--- config.mk ---
export PLATFORM = sky130hd
export DESIGN_NAME = adc_seq
export DESIGN_NICKNAME = d
export VERILOG_FILES = /design/src/rtl/adc_seq_pkg.sv /design/src/rtl/adc_seq_sync.sv /design/src/rtl/adc_seq_ctl.sv /design/src/rtl/adc_seq_out.sv /design/src/rtl/adc_seq.sv
export SDC_FILE = /design/constraint.sdc
export NUM_CORES = 1
export LEC_CHECK = 0
export BUFFER_PORTS_ARGS = -buffer_cell sky130_fd_sc_hd__clkbuf_2
export CAP_MARGIN = 20
export CORE_AREA = 2 2 146 148
export CTS_CLUSTER_SIZE = 25
export DETAILED_ROUTE_END_ITERATION = 12
export DIE_AREA = 0 0 148 150
export PLACE_DENSITY_LB_ADDON = 0.3
export SETUP_SLACK_MARGIN = 0.3
export SLEW_MARGIN = 20
export SYNTH_ARGS = -nofsm -noshare
export SYNTH_HDL_FRONTEND = slang
export SYNTH_HIERARCHICAL = 1
export SYNTH_SLANG_ARGS = --single-unit
--- constraint.sdc ---
create_clock -name clk -period 2.46 [get_ports clk]
set_input_delay 0.369 -clock clk [delete_from_list [all_inputs] [get_ports clk]]
set_output_delay 0.369 -clock clk [all_outputs]
set_load 0.03 [all_outputs]
--- src/rtl/adc_seq_pkg.sv ---
package adc_seq_pkg;
    typedef enum logic [2:0] {
        S_IDLE,
        S_DEFER,
        S_PULSE,
        S_BUSY,
        S_SETTLE
    } seq_state_t;
endpackage

--- src/rtl/adc_seq_sync.sv ---
module adc_seq_sync #(
    parameter int STAGES = 2
) (
    input  logic clk,
    input  logic rst_n,
    input  logic d,
    output logic q
);
    logic [STAGES-1:0] sh;

    always_ff @(posedge clk or negedge rst_n) begin
        if (!rst_n) begin
            sh <= '0;
        end else begin
            sh[0] <= d;
            for (int i = 1; i < STAGES; i++) sh[i] <= sh[i-1];
        end
    end

    assign q = sh[STAGES-1];
endmodule

--- src/rtl/adc_seq_ctl.sv ---
module adc_seq_ctl
    import adc_seq_pkg::*;
#(
    parameter int CW       = 16,
    parameter int SW       = 8,
    parameter int DCW      = 8,
    parameter int MIN_W    = 2,
    parameter int MIN_CONV = 32
) (
    input  logic           clk,
    input  logic           rst_n,
    input  logic           run,
    input  logic           trig,
    input  logic [CW-1:0]  cfg_period,
    input  logic [CW-1:0]  cfg_pulse,
    input  logic [SW-1:0]  cfg_settle,
    input  logic [CW-1:0]  cfg_timeout,
    input  logic           eoc_s,
    output logic           start_o,
    output logic           cap_en,
    output logic           cap_bad,
    output logic           tmo_flag,
    output logic [DCW-1:0] defer_cnt
);
    localparam logic [CW-1:0] MIN_W_C    = CW'(MIN_W);
    localparam logic [CW-1:0] LO_LOAD    = CW'(MIN_W - 1);
    localparam logic [CW-1:0] MIN_CONV_C = CW'(MIN_CONV);

    seq_state_t st, st_nx;
    logic [CW-1:0] hi_cnt, lo_cnt, per_cnt, tmo_cnt, conv_len;
    logic [SW-1:0] set_cnt;
    logic [1:0]    taint;
    logic          trig_pend, seen_hi, eoc_q;
    logic [CW-1:0] width_eff;
    logic          req, low_ok, enter_pulse, converting;

    assign width_eff   = (cfg_pulse < MIN_W_C) ? MIN_W_C : cfg_pulse;
    assign req         = trig_pend | (run & (per_cnt == '0));
    assign low_ok      = (lo_cnt == '0);
    assign enter_pulse = (st != S_PULSE) && (st_nx == S_PULSE);
    assign converting  = (st == S_PULSE) || (st == S_BUSY);

    // state register
    always_ff @(posedge clk or negedge rst_n) begin
        if (!rst_n) st <= S_IDLE;
        else        st <= st_nx;
    end

    // next state
    always_comb begin
        st_nx = st;
        unique case (st)
            S_IDLE:   if (req) begin
                          if (eoc_s)       st_nx = S_DEFER;
                          else if (low_ok) st_nx = S_PULSE;
                      end
            S_DEFER:  if (!eoc_s && low_ok) st_nx = S_PULSE;
            S_PULSE:  if (hi_cnt <= CW'(1)) st_nx = S_BUSY;
            S_BUSY:   if (seen_hi && !eoc_s)           st_nx = S_SETTLE;
                      else if (tmo_cnt >= cfg_timeout) st_nx = S_IDLE;
            S_SETTLE: if (set_cnt == '0) st_nx = S_IDLE;
            default:  st_nx = S_IDLE;
        endcase
    end

    // counters and flags
    always_ff @(posedge clk or negedge rst_n) begin
        if (!rst_n) begin
            hi_cnt    <= '0;
            lo_cnt    <= '0;
            per_cnt   <= '0;
            tmo_cnt   <= '0;
            conv_len  <= '0;
            set_cnt   <= '0;
            taint     <= '0;
            trig_pend <= 1'b0;
            seen_hi   <= 1'b0;
            eoc_q     <= 1'b0;
            tmo_flag  <= 1'b0;
            defer_cnt <= '0;
        end else begin
            eoc_q <= eoc_s;
            if (enter_pulse) trig_pend <= 1'b0;
            if (trig)        trig_pend <= 1'b1;

            if (enter_pulse)
                per_cnt <= (cfg_period == '0) ? '0 : cfg_period - CW'(1);
            else if (per_cnt != '0)
                per_cnt <= per_cnt - CW'(1);

            if (enter_pulse)        hi_cnt <= width_eff;
            else if (st == S_PULSE) hi_cnt <= hi_cnt - CW'(1);

            if (st == S_PULSE && st_nx != S_PULSE) lo_cnt <= LO_LOAD;
            else if (lo_cnt != '0)                 lo_cnt <= lo_cnt - CW'(1);

            if (enter_pulse) begin
                tmo_cnt  <= '0;
                conv_len <= '0;
                seen_hi  <= 1'b0;
            end else if (converting) begin
                if (tmo_cnt != '1) tmo_cnt <= tmo_cnt + CW'(1);
                if (eoc_s) begin
                    seen_hi <= 1'b1;
                    if (conv_len != '1) conv_len <= conv_len + CW'(1);
                end
            end

            if (st != S_SETTLE && st_nx == S_SETTLE) set_cnt <= cfg_settle;
            else if (st == S_SETTLE && set_cnt != '0) set_cnt <= set_cnt - SW'(1);

            if (st == S_BUSY && st_nx == S_IDLE)  tmo_flag  <= 1'b1;
            if (st == S_IDLE && st_nx == S_DEFER) defer_cnt <= defer_cnt + DCW'(1);

            if (eoc_s && !eoc_q && !converting) taint <= 2'd2;
            else if (cap_en && taint != '0)     taint <= taint - 2'd1;
        end
    end

    // outputs
    always_comb begin
        start_o = (st == S_PULSE);
        cap_en  = (st == S_SETTLE) && (set_cnt == '0);
        cap_bad = (taint != '0) || (conv_len < MIN_CONV_C);
    end

    // run-length counters used by the width checks
    logic [CW-1:0] hi_run, lo_run;
    always_ff @(posedge clk or negedge rst_n) begin
        if (!rst_n) begin
            hi_run <= '0;
            lo_run <= MIN_W_C;
        end else if (start_o) begin
            if (hi_run != '1) hi_run <= hi_run + CW'(1);
            lo_run <= '0;
        end else begin
            hi_run <= '0;
            if (lo_run != '1) lo_run <= lo_run + CW'(1);
        end
    end


    pulse_hi_chk: assert property (@(posedge clk) disable iff (!rst_n)
        $fell(start_o) |-> hi_run >= MIN_W_C);

    pulse_lo_chk: assert property (@(posedge clk) disable iff (!rst_n)
        $rose(start_o) |-> lo_run >= MIN_W_C);

    no_start_busy_chk: assert property (@(posedge clk) disable iff (!rst_n)
        $rose(start_o) |-> !eoc_s);

    cap_after_fall_chk: assert property (@(posedge clk) disable iff (!rst_n)
        cap_en |-> !eoc_s);

    tmo_sticky_chk: assert property (@(posedge clk) disable iff (!rst_n)
        tmo_flag |=> tmo_flag);
endmodule

--- src/rtl/adc_seq_out.sv ---
module adc_seq_out #(
    parameter int DW = 14
) (
    input  logic          clk,
    input  logic          rst_n,
    input  logic          cap_en,
    input  logic [DW-1:0] cap_data,
    input  logic          cap_bad,
    input  logic          m_ready,
    output logic          m_valid,
    output logic [DW-1:0] m_data,
    output logic          m_bad,
    output logic          ovr_flag
);
    always_ff @(posedge clk or negedge rst_n) begin
        if (!rst_n) begin
            m_valid  <= 1'b0;
            m_data   <= '0;
            m_bad    <= 1'b0;
            ovr_flag <= 1'b0;
        end else if (cap_en) begin
            if (m_valid && !m_ready) ovr_flag <= 1'b1;
            m_valid <= 1'b1;
            m_data  <= cap_data;
            m_bad   <= cap_bad;
        end else if (m_ready) begin
            m_valid <= 1'b0;
        end
    end


    hold_stall_chk: assert property (@(posedge clk) disable iff (!rst_n)
        m_valid && !m_ready && !cap_en |=> m_valid && $stable(m_data));

    ovr_sticky_chk: assert property (@(posedge clk) disable iff (!rst_n)
        ovr_flag |=> ovr_flag);
endmodule

--- src/rtl/adc_seq.sv ---
module adc_seq #(
    parameter int DW       = 14,
    parameter int CW       = 16,
    parameter int SW       = 8,
    parameter int DCW      = 8,
    parameter int MIN_W    = 2,
    parameter int MIN_CONV = 32,
    parameter int SYNC     = 2
) (
    input  logic           clk,
    input  logic           rst_n,
    input  logic           run,
    input  logic           trig,
    input  logic [CW-1:0]  cfg_period,
    input  logic [CW-1:0]  cfg_pulse,
    input  logic [SW-1:0]  cfg_settle,
    input  logic [CW-1:0]  cfg_timeout,
    output logic           start_o,
    input  logic           eoc,
    input  logic [DW-1:0]  adc_d,
    output logic           m_valid,
    input  logic           m_ready,
    output logic [DW-1:0]  m_data,
    output logic           m_bad,
    output logic           ovr_flag,
    output logic           tmo_flag,
    output logic [DCW-1:0] defer_cnt
);
    logic eoc_s, cap_en, cap_bad;

    adc_seq_sync #(.STAGES(SYNC)) u_sync (
        .clk(clk), .rst_n(rst_n), .d(eoc), .q(eoc_s)
    );

    adc_seq_ctl #(
        .CW(CW), .SW(SW), .DCW(DCW), .MIN_W(MIN_W), .MIN_CONV(MIN_CONV)
    ) u_ctl (
        .clk(clk), .rst_n(rst_n), .run(run), .trig(trig),
        .cfg_period(cfg_period), .cfg_pulse(cfg_pulse),
        .cfg_settle(cfg_settle), .cfg_timeout(cfg_timeout),
        .eoc_s(eoc_s), .start_o(start_o), .cap_en(cap_en),
        .cap_bad(cap_bad), .tmo_flag(tmo_flag), .defer_cnt(defer_cnt)
    );

    adc_seq_out #(.DW(DW)) u_out (
        .clk(clk), .rst_n(rst_n), .cap_en(cap_en), .cap_data(adc_d),
        .cap_bad(cap_bad), .m_ready(m_ready), .m_valid(m_valid),
        .m_data(m_data), .m_bad(m_bad), .ovr_flag(ovr_flag)
    );
endmodule

### Word-level counts from Yosys, hierarchy flattened

Cells that the tools add are included.

* $add $sub $neg: 9
* muxes and demuxes: 35
* equality and inequality tests: 12
* magnitude comparators: 4
* bitwise operators: 2
* reductions and logical operators: 44

Operators by type and width (number)
* $mux 16: 15
* $sub 16x1->16 const B: 4
* $logic_not 16->1: 3
* $add 16x1->16 const B: 2
* $ne 16x16->1 const B: 2
* $reduce_bool 16->1: 2
* $mux 3: 8
* $reduce_bool 2->1: 12
* $ge 16x16->1: 1
* $le 16x1->1 const B: 1
* $lt 16x2->1 const B: 1
* $lt 16x6->1 const B: 1
* $mux 8: 2
* $pmux 3 s5: 1
* $logic_and 1x1->1: 13
* $eq 3x2->1 const B: 3
* $add 8x1->8 const B: 1
* $logic_not 8->1: 1
* $reduce_bool 8->1: 1
* $sub 8x1->8 const B: 1
* $mux 1: 7
* $eq 3x1->1 const B: 2
* $eq 3x3->1 const B: 2
* $logic_not 3->1: 2
* 10 further kinds: 18

* output and inout port bits: 27
* bits of input ports: 76
* register bits after elaboration: 124

### Depth between registers and ports, before layout

Gate-level depths: netlist of the first run.

* depth after elaboration: 9
* depth in mapped cells: 10
* depth with buffers taken out: 8

### Hierarchy

Netlist of the first run, hierarchy kept.

Modules (own cells, without submodules)
* adc_seq_ctl: cells an instance 729, area an instance 6396.1 µm², times used 1
* adc_seq_out: cells an instance 37, area an instance 676.9 µm², times used 1
* adc_seq_sync: cells an instance 2, area an instance 50.0 µm², times used 1

### Worst setup path before layout of the first run

Ideal clock, no wire load.

* path type: register to register
* start point: register u_ctl.hi_cnt[7]
* end point: register u_ctl.lo_cnt[10]
* library setup time: 126 ps
* path slack: 279 ps
* arrival time: 2055 ps
* cell stages (with the launch flop): 8
* data required time: 2334 ps
* cell sequence: dfrtp_1 > or4_4 > or4_1 > buf_2 > nor3_4 > o211ai_1 > xnor2_1 > nor2_1

* word-level cells in the longest chain between the ends: 6
* elaborated cells on any way between the ends: 7

RTL lines
* from (decl): RTL line adc_seq_ctl.sv:30 `logic [CW-1:0] hi_cnt, lo_cnt, per_cnt, tmo_cnt, conv_len;`
* from (signal assigned): RTL line adc_seq_ctl.sv:91 `if (enter_pulse) hi_cnt <= width_eff;`
* from (signal assigned): RTL line adc_seq_ctl.sv:92 `else if (st == S_PULSE) hi_cnt <= hi_cnt - CW'(1);`
* $le 16x1->1 *: RTL line adc_seq_ctl.sv:58 `S_PULSE: if (hi_cnt <= CW'(1)) st_nx = S_BUSY;`
* $mux 3 *: RTL line adc_seq_ctl.sv:58
* $pmux 3 s5 *: RTL line adc_seq_ctl.sv:52 `unique case (st)`
* $ne 3x2->1 *: RTL line adc_seq_ctl.sv:94 `if (st == S_PULSE && st_nx != S_PULSE) lo_cnt <= LO_LOAD;`
* $logic_and 1x1->1 *: RTL line adc_seq_ctl.sv:94
* $mux 16 / $reduce_bool 2->1 (equally long branches)
* to (signal assigned): RTL line adc_seq_ctl.sv:95 `else if (lo_cnt != '0) lo_cnt <= lo_cnt - CW'(1);`
* to (decl): RTL line adc_seq_ctl.sv:30

Every way passes the cells marked *; elsewhere a longest branch is shown, timed or not.
A chain may end at the register's enable or synchronous reset.

### Final worst setup path of the first run

* start point: register u_ctl.lo_cnt[11]
* end point: register u_ctl.per_cnt[2]

* word-level cells in the longest chain between the ends: 8
* elaborated cells on any way between the ends: 11

RTL lines
* $logic_not 16->1 *: RTL line adc_seq_ctl.sv:39 `assign low_ok = (lo_cnt == '0);`
* $mux 3: RTL line adc_seq_ctl.sv:55 `else if (low_ok) st_nx = S_PULSE;`
* $mux 3: RTL line adc_seq_ctl.sv:54 `if (eoc_s) st_nx = S_DEFER;`
* $mux 3: RTL line adc_seq_ctl.sv:53 `S_IDLE: if (req) begin`
* $pmux 3 s5 *: RTL line adc_seq_ctl.sv:52
* $eq 3x2->1 *: RTL line adc_seq_ctl.sv:40 `assign enter_pulse = (st != S_PULSE) && (st_nx == S_PULSE);`
* $logic_and 1x1->1 *: RTL line adc_seq_ctl.sv:40
* $mux 16 / $reduce_bool 2->1 (equally long branches)
* to (signal assigned): RTL line adc_seq_ctl.sv:87 `per_cnt <= (cfg_period == '0) ? '0 : cfg_period - CW'(1);`
* to (signal assigned): RTL line adc_seq_ctl.sv:89 `per_cnt <= per_cnt - CW'(1);`
* to (decl): RTL line adc_seq_ctl.sv:30

Marks and branches as above.

==> flow_metrics.tcl, run 1 <==
set metrics [dict create \
    num_rows 53 \
    p_int_mw 5.69 \
    vias 6060 \
    syn_inst 768 \
    dieHeight_um 150 \
    num-fill-cells 2012 \
    leakage_nw 4.36 \
    ant_nets 0 \
    power.switching_mw 2.71 \
    reg2reg_from "u_ctl/lo_cnt[11]$_DFFE_PN0P_" \
    crit_start "u_ctl/lo_cnt[11]$_DFFE_PN0P_" \
    cp.required_ns 2.77 \
    r2r_end "u_ctl/per_cnt[2]$_DFFE_PN0P_" \
    seq_area_um2 3110 \
    hold_ws_ns 0.0625 \
    fp.dieArea_um2 22200 \
    dp_slack_ns 0.0873 \
    grt_first_pass_wirelength_um 27900 \
    fin_ws_ns 0.258 \
    cts.sinks 124 \
    drtIter0Drc 272 \
    firstDrtPassIters 6 \
    finalNonFillerCells 1215 \
    skew_ns 0.00830 \
    post-route-period-util_pct 89.5 \
    power_frac_comb_pct 26.6 \
    maxSlewHeadroom_pct 55.1 \
    timing.fmax_mhz 454 \
    clockBufferDepth 2 \
    r2r_cells 8 \
    endpoint "u_ctl/per_cnt[2]$_DFFE_PN0P_" \
    fp.dieW_um 148 \
    antennaDiodeCount 0 \
    hold_path.class "input port to flip-flop" \
    gp_congestion 0.790 \
    yosysUniqueCellTypes 64 \
    clkTransAtPathRegs_ns 0.06 \
    drcViolationCount 0 \
    grt_max_degree 51 \
    globalRouteTotalUtil_pct 15.7 \
    cp-end-kind "flip-flop" \
    max_stage_delay_ns 0.41 \
    placed_area_um2 8240 \
    port_buffers 102 \
    dp_hpwl_um 12100 \
    root_buffer "clkbuf_16" \
    synthToLayoutAreaGrowth_pct 32.7 \
    p_total_mw 8.40 \
    slew_violations 0 \
    grt_pass1_vias 5767 \
    synth_edf_count 0 \
    fin_crit_ns 2.20 \
    multi_input_area_um2 4030 \
    start_util_pct 34.4 \
    antenna_found_initial 0 \
    placed_cells 1160 \
    tightest_slew_ns 0.667 \
    hold_violations 0 \
    slowest_stage "or3_1" \
    layout.nets 1030 \
    path_class "flip-flop to flip-flop" \
    postLayoutCellArea_um2 9460 \
    status "finished, final reports clean" \
    ys_ff_latch 124 \
    cts_buffers 17 \
    clock_power_share_pct 36.3 \
    netlist_area_um2 7120 \
    seq_power_share_pct 37.1 \
    ys_dominant_reg_cell "dfrtp_1" \
    drv_cap 0 \
    rrSetupSlack_ns 0.26 \
    grt-ovfl-total 0 \
    boundaryPins 103 \
    syn_area_per_cell_um2 9.27 \
    clock_latency_ns 0.42 \
    crit_chain "or3_1 > nand4b_1 > buf_4 > a311oi_4 > buf_6 > buf_12 > nor3_4 > a31o_2" \
    worstPathArrival_ns 2.51 \
    yosysWarnings 6 \
    critPathLaunchType "flip-flop" \
    setup-tns-final_ns 0 \
    wire_per_inst_um 14.4 \
    syn_nets 871 \
    core_area_um2 20700 \
    cts_tree "done" \
    power_density_nw_per_um2 889 \
    via_per_inst 4.99 \
    swShare_pct 32.2 \
    wl_um 17400 \
    final-setup-viol-count 0 \
    htreeDepth 4 \
    peakVddDrop_mv 0.424 \
    critPathMaxFanout 6 \
    synth-async-reset-ratio_pct 100 \
    utilization_pct 45.7 \
    seq_area_frac_synth_pct 43.6 \
    drive_above_1_share_pct 28.1 \
    rsz0062_at_grt "yes" \
]
-- worst max-delay path, delay by kind of cell (launching register included) --
family                 cells  cell delay (ns)
AOI/OAI and AO/OA          2             0.47
buffers and inverters      3             0.54
and+or+nand+nor            3             0.68
DFF                        1             0.40
-- worst min path at each step --
stage,from,endpoint,slack (ns),depth (start not counted)
2_1_floorplan,rst_n,u_ctl/conv_len[0]$_DFFE_PN0P_,0.07,0
3_3_place_gp,rst_n,u_ctl/tmo_cnt[0]$_DFFE_PN0P_,0.33,1
3_5_place_dp,rst_n,u_ctl/tmo_cnt[0]$_DFFE_PN0P_,0.34,1
4_1_cts,eoc,u_sync/sh[0]$_DFF_PN0_,0.05,1
5_1_grt,eoc,u_sync/sh[0]$_DFF_PN0_,0.04,1
6_report,eoc,u_sync/sh[0]$_DFF_PN0_,0.06,1
-- placed cells by master (no fill, tap or decap), drive strengths merged, types with 4 or more instances in the layout --
| cell type | instances |
|---|---|
| xnor2 | 34 |
| and3 | 15 |
| buf | 57 |
| nor3 | 37 |
| and2 | 5 |
| nor4 | 20 |
| o21ai | 39 |
| clkinv | 4 |
| mux2 | 17 |
| clkbuf | 119 |
| o31ai | 6 |
| and4 | 5 |
| bufinv | 8 |
| or3 | 14 |
| o21a | 15 |
| nand2 | 63 |
| nand3 | 28 |
| or4 | 6 |
| a31oi | 4 |
| nor2 | 94 |
| dfrtp | 124 |
| inv | 38 |
| a21oi | 35 |
| nand4 | 24 |
| mux2i | 4 |
| a31o | 4 |
| xor2 | 40 |
| o211ai | 6 |
| ha | 27 |
| nand2b | 4 |
| nor2b | 6 |
-- synthesized netlist by cell type (3+ instances only) --
library cell,number,share of area (%)
o21ai_1,3,0.21
nor2_1,93,4.9
o31ai_1,4,0.42
o21a_1,15,1.6
and4_1,5,0.61
o211ai_1,6,0.63
ha_1,27,4.7
nor4_1,18,1.6
nand2_1,63,3.3
clkbuf_1,13,0.69
dfrtp_1,124,44
and3_1,15,1.3
a21oi_1,34,2.4
o21ai_0,36,2.5
a31oi_1,4,0.35
inv_1,38,2.0
xor2_1,40,4.9
nand3_1,28,2.0
xnor2_1,34,4.2
or4_1,5,0.53
or3_1,14,1.2
mux2_4,8,1.7
mux2i_1,4,0.56
buf_2,6,0.42
a31o_2,4,0.49
nor3_1,35,2.5
o221ai_1,3,0.37
nand4_1,24,2.1
nor2b_1,6,0.53
nand2b_1,4,0.35
and2_1,5,0.44
mux2_2,9,1.4
-- cell type report --
| class | count | area share (%) |
|---|---|---|
| Tap cell | 275 | 3.64 |
| Inverter | 38 | 1.53 |
| Sequential cell | 124 | 32.9 |
| Timing Repair Buffer | 160 | 11.8 |
| Clock inverter | 15 | 3.11 |
| Clock buffer | 17 | 4.50 |
| Multi-Input combinational cell | 586 | 42.6 |
-- flip-flops by register name, summed over array words and instances (netlist names), 3 cells and up --
register / flops
u_ctl/st: 3
u_out/m_data: 14
u_ctl/lo_cnt: 16
u_ctl/defer_cnt: 8
u_ctl/set_cnt: 8
u_ctl/conv_len: 16
u_ctl/tmo_cnt: 16
u_ctl/per_cnt: 16
u_ctl/hi_cnt: 16
-- power by group through the flow --
| stage | Clock [mW] | Combinational [mW] | Sequential, mW |
|---|---|---|---|
| global placement | 0 | 1.94 | 3.08 |
| CTS | 3.12 | 2.10 | 3.08 |
| finish | 3.05 | 2.24 | 3.11 |
| detailed placement | 0 | 1.99 | 3.09 |
| global route | 3.21 | 2.52 | 3.19 |
| floorplan | 0 | 1.36 | 3.05 |
-- logic make-up after synthesis --
family	synth area share, %
xor+xnor	9.10
buf+inv	3.55
flops	43.6
simple gates	23.8
fa+ha+maj	4.74
compound gates	11.6
mux	3.67
-- metal layers --
layer	vias up	part of all wire [%]	wire (um)	global-route usage [%]
met2	137	48	8340	26.4
met4	0	1.3	224	5.05
met3	16	5.2	914	3.93
met5	-	0	0	0
li1	3063	-	-	-
met1	2844	46	7970	19.8
-- repair_timing --
item                       in CTS  in global routing
cloned                          1                  2
pin swaps                       4                 20
setup endpoints to repair      55                 89
gates resized for setup        25                 50
hold endpoints to repair       27                  0
hold buffers                    1                  0
buffers inserted                7                 12
Power figures use the tool's default switching activity.
==> run 2: changes to the inputs <==
--- a/config.mk
+++ b/config.mk
@@ -8,6 +8,7 @@
 export BUFFER_PORTS_ARGS = -buffer_cell sky130_fd_sc_hd__clkbuf_2
 export CAP_MARGIN = 20
 export CORE_AREA = 2 2 146 148
+export CTS_BUF_LIST = sky130_fd_sc_hd__clkbuf_8
 export CTS_CLUSTER_SIZE = 25
 export DETAILED_ROUTE_END_ITERATION = 12
 export DIE_AREA = 0 0 148 150
==> flow_metrics.tcl, run 2 (synthesized netlist as in run 1, its figures left out) <==
set metrics [dict create \
    num-fill-cells 2012 \
    vias 6163 \
    start_util_pct 34.4 \
    drcViolationCount 0 \
    core_area_um2 20700 \
    setup-tns-final_ns 0 \
    rsz0062_at_grt "yes" \
    num_rows 53 \
    power_density_nw_per_um2 835 \
    dp_hpwl_um 12100 \
    rrSetupSlack_ns 0.19 \
    crit_family "simple AND/OR/NAND/NOR gates" \
    leakage_nw 4.35 \
    gp_congestion 0.790 \
    layout_common_cells "119 x dfrtp_1, 100 x clkbuf_2, 89 x nor2_1" \
    clkTransAtPathRegs_ns 0.08 \
    firstDrtPassIters 4 \
    ant_nets 0 \
    drive_above_1_share_pct 30.1 \
    cts_tree "done" \
    met3_usage_pct 4.12 \
    grt-ovfl-total 0 \
    busiest_layer "met2" \
    critPathBufInv 2 \
    wire_per_inst_um 14.5 \
    timing.fmax_mhz 440 \
    path_class "flip-flop to flip-flop" \
    dieHeight_um 150 \
    grt_max_degree 51 \
    grt_pass1_vias 5795 \
    drv_cap 0 \
    peakVddDrop_mv 0.389 \
    port_buffers 102 \
    dp_slack_ns 0.0873 \
    final-setup-viol-count 0 \
    use_met1_pct 19.7 \
    layout_commonest_cell "dfrtp_1" \
    max_stage_delay_ns 0.44 \
    hold_path.class "input port to flip-flop" \
    fin_ws_ns 0.189 \
    fin_crit_ns 2.27 \
    drtIter0Drc 266 \
    crit_chain "nor4_4 > nand4b_1 > buf_6 > o31ai_2 > nand4_1 > nor3_4 > clkbuf_16 > o21a_1" \
    cts.sinks 124 \
    critPathMaxFanout 5 \
    maxSlewHeadroom_pct 57.8 \
    cts_buffers 17 \
    cp-end-kind "flip-flop" \
    clock_latency_ns 0.45 \
    layout.nets 1041 \
    hold_violations 0 \
    slew_violations 0 \
    clockBufferDepth 2 \
    antennaDiodeCount 0 \
    fp.dieW_um 148 \
    wl_um 17800 \
    tightest_slew_ns 0.627 \
    cp.required_ns 2.85 \
    placed_cells 1160 \
    hold_ws_ns 0.0364 \
    boundaryPins 103 \
    finalNonFillerCells 1226 \
    slowest_stage "dfrtp_2" \
    globalRouteTotalUtil_pct 15.6 \
    critPathLaunchType "flip-flop" \
    skew_ns 0.0109 \
    fp.dieArea_um2 22200 \
    grt_first_pass_wirelength_um 27800 \
    synthToLayoutAreaGrowth_pct 32.8 \
    antenna_found_initial 0 \
    post-route-period-util_pct 92.3 \
    worstPathArrival_ns 2.66 \
    status "finished, final reports clean" \
    via_per_inst 5.03 \
    root_buffer "clkbuf_8" \
    htreeDepth 4 \
    use_met2_pct 26.3 \
]
[run 2: changes by cell type in the layout (fill, tap and decap cells not counted), moves of 2 or more]
cell       change
clkbuf_8      +17
clkbuf_16     -16
buf_4          +6
buf_6          +3
o21ai_0        -3
buf_12         +2
ha_1           -2
ha_4           +2
nand2_1        -2
nand2_2        +2
nor3_1         -2
nor3_4         +2
o21ai_1        +2
[run 2: final cells by class]
type | count | area (um^2) | share of cell area, %
clock buffers | 17 | 234 | 2.47
clock inverters | 15 | 294 | 3.11
inverters | 38 | 145 | 1.53
multi-input cells | 586 | 4090 | 43.3
flip-flops and latches | 124 | 3110 | 32.9
well taps | 275 | 344 | 3.64
repair buffers | 171 | 1240 | 13.1
[run 2: stage by stage]
step / instance area, um^2 / util (%) / total power, mW
after global routing: 9460 / 45.7 / 8.41
final: 9460 / 45.7 / 7.89
after global placement: 8240 / 39.8 / 5.02
after CTS: 8980 / 43.4 / 7.62
after detailed placement: 8240 / 39.8 / 5.07
after floorplan: 7130 / - / 4.41
[run 2: path summary, 6_finish.rpt]
path / start / to / depth (start not counted)
worst min-delay path: eoc / u_sync/sh[0]$_DFF_PN0_ / 1
worst min register to register: u_sync/sh[0]$_DFF_PN0_ / u_sync/sh[1]$_DFF_PN0_ / 0
min in group asynchronous: rst_n / u_ctl/tmo_cnt[0]$_DFFE_PN0P_ / 2
worst max-delay path: u_ctl/lo_cnt[7]$_DFFE_PN0P_ / u_ctl/hi_cnt[10]$_DFFE_PN0P_ / 8
worst max register to register: u_ctl/lo_cnt[7]$_DFFE_PN0P_ / u_ctl/hi_cnt[10]$_DFFE_PN0P_ / 8
max in group asynchronous: rst_n / u_ctl/st[2]$_DFF_PN0_ / 3
[run 2: where the power goes]
group	internal [mW]	switching [mW]	leakage [nW]
Combinational	1.17	1.25	2.52
Sequential	2.53	0.571	1.58
Clock	1.51	0.858	0.252
[run 2: per-layer routing]
layer	share of wire (%)	wire length, um
met4	1.2	213
met2	48	8530
met3	5.0	893
met1	46	8170
met5	0	0
[run 2: what timing repair did]
action | in CTS | in global routing
gates cloned | 1 | 3
resized for setup | 28 | 66
endpoints found under the setup margin | 55 | 89
hold buffers | 1 | 0
pin swaps | 4 | 33
endpoints found under the hold margin | 27 | 0
buffers inserted | 7 | 22
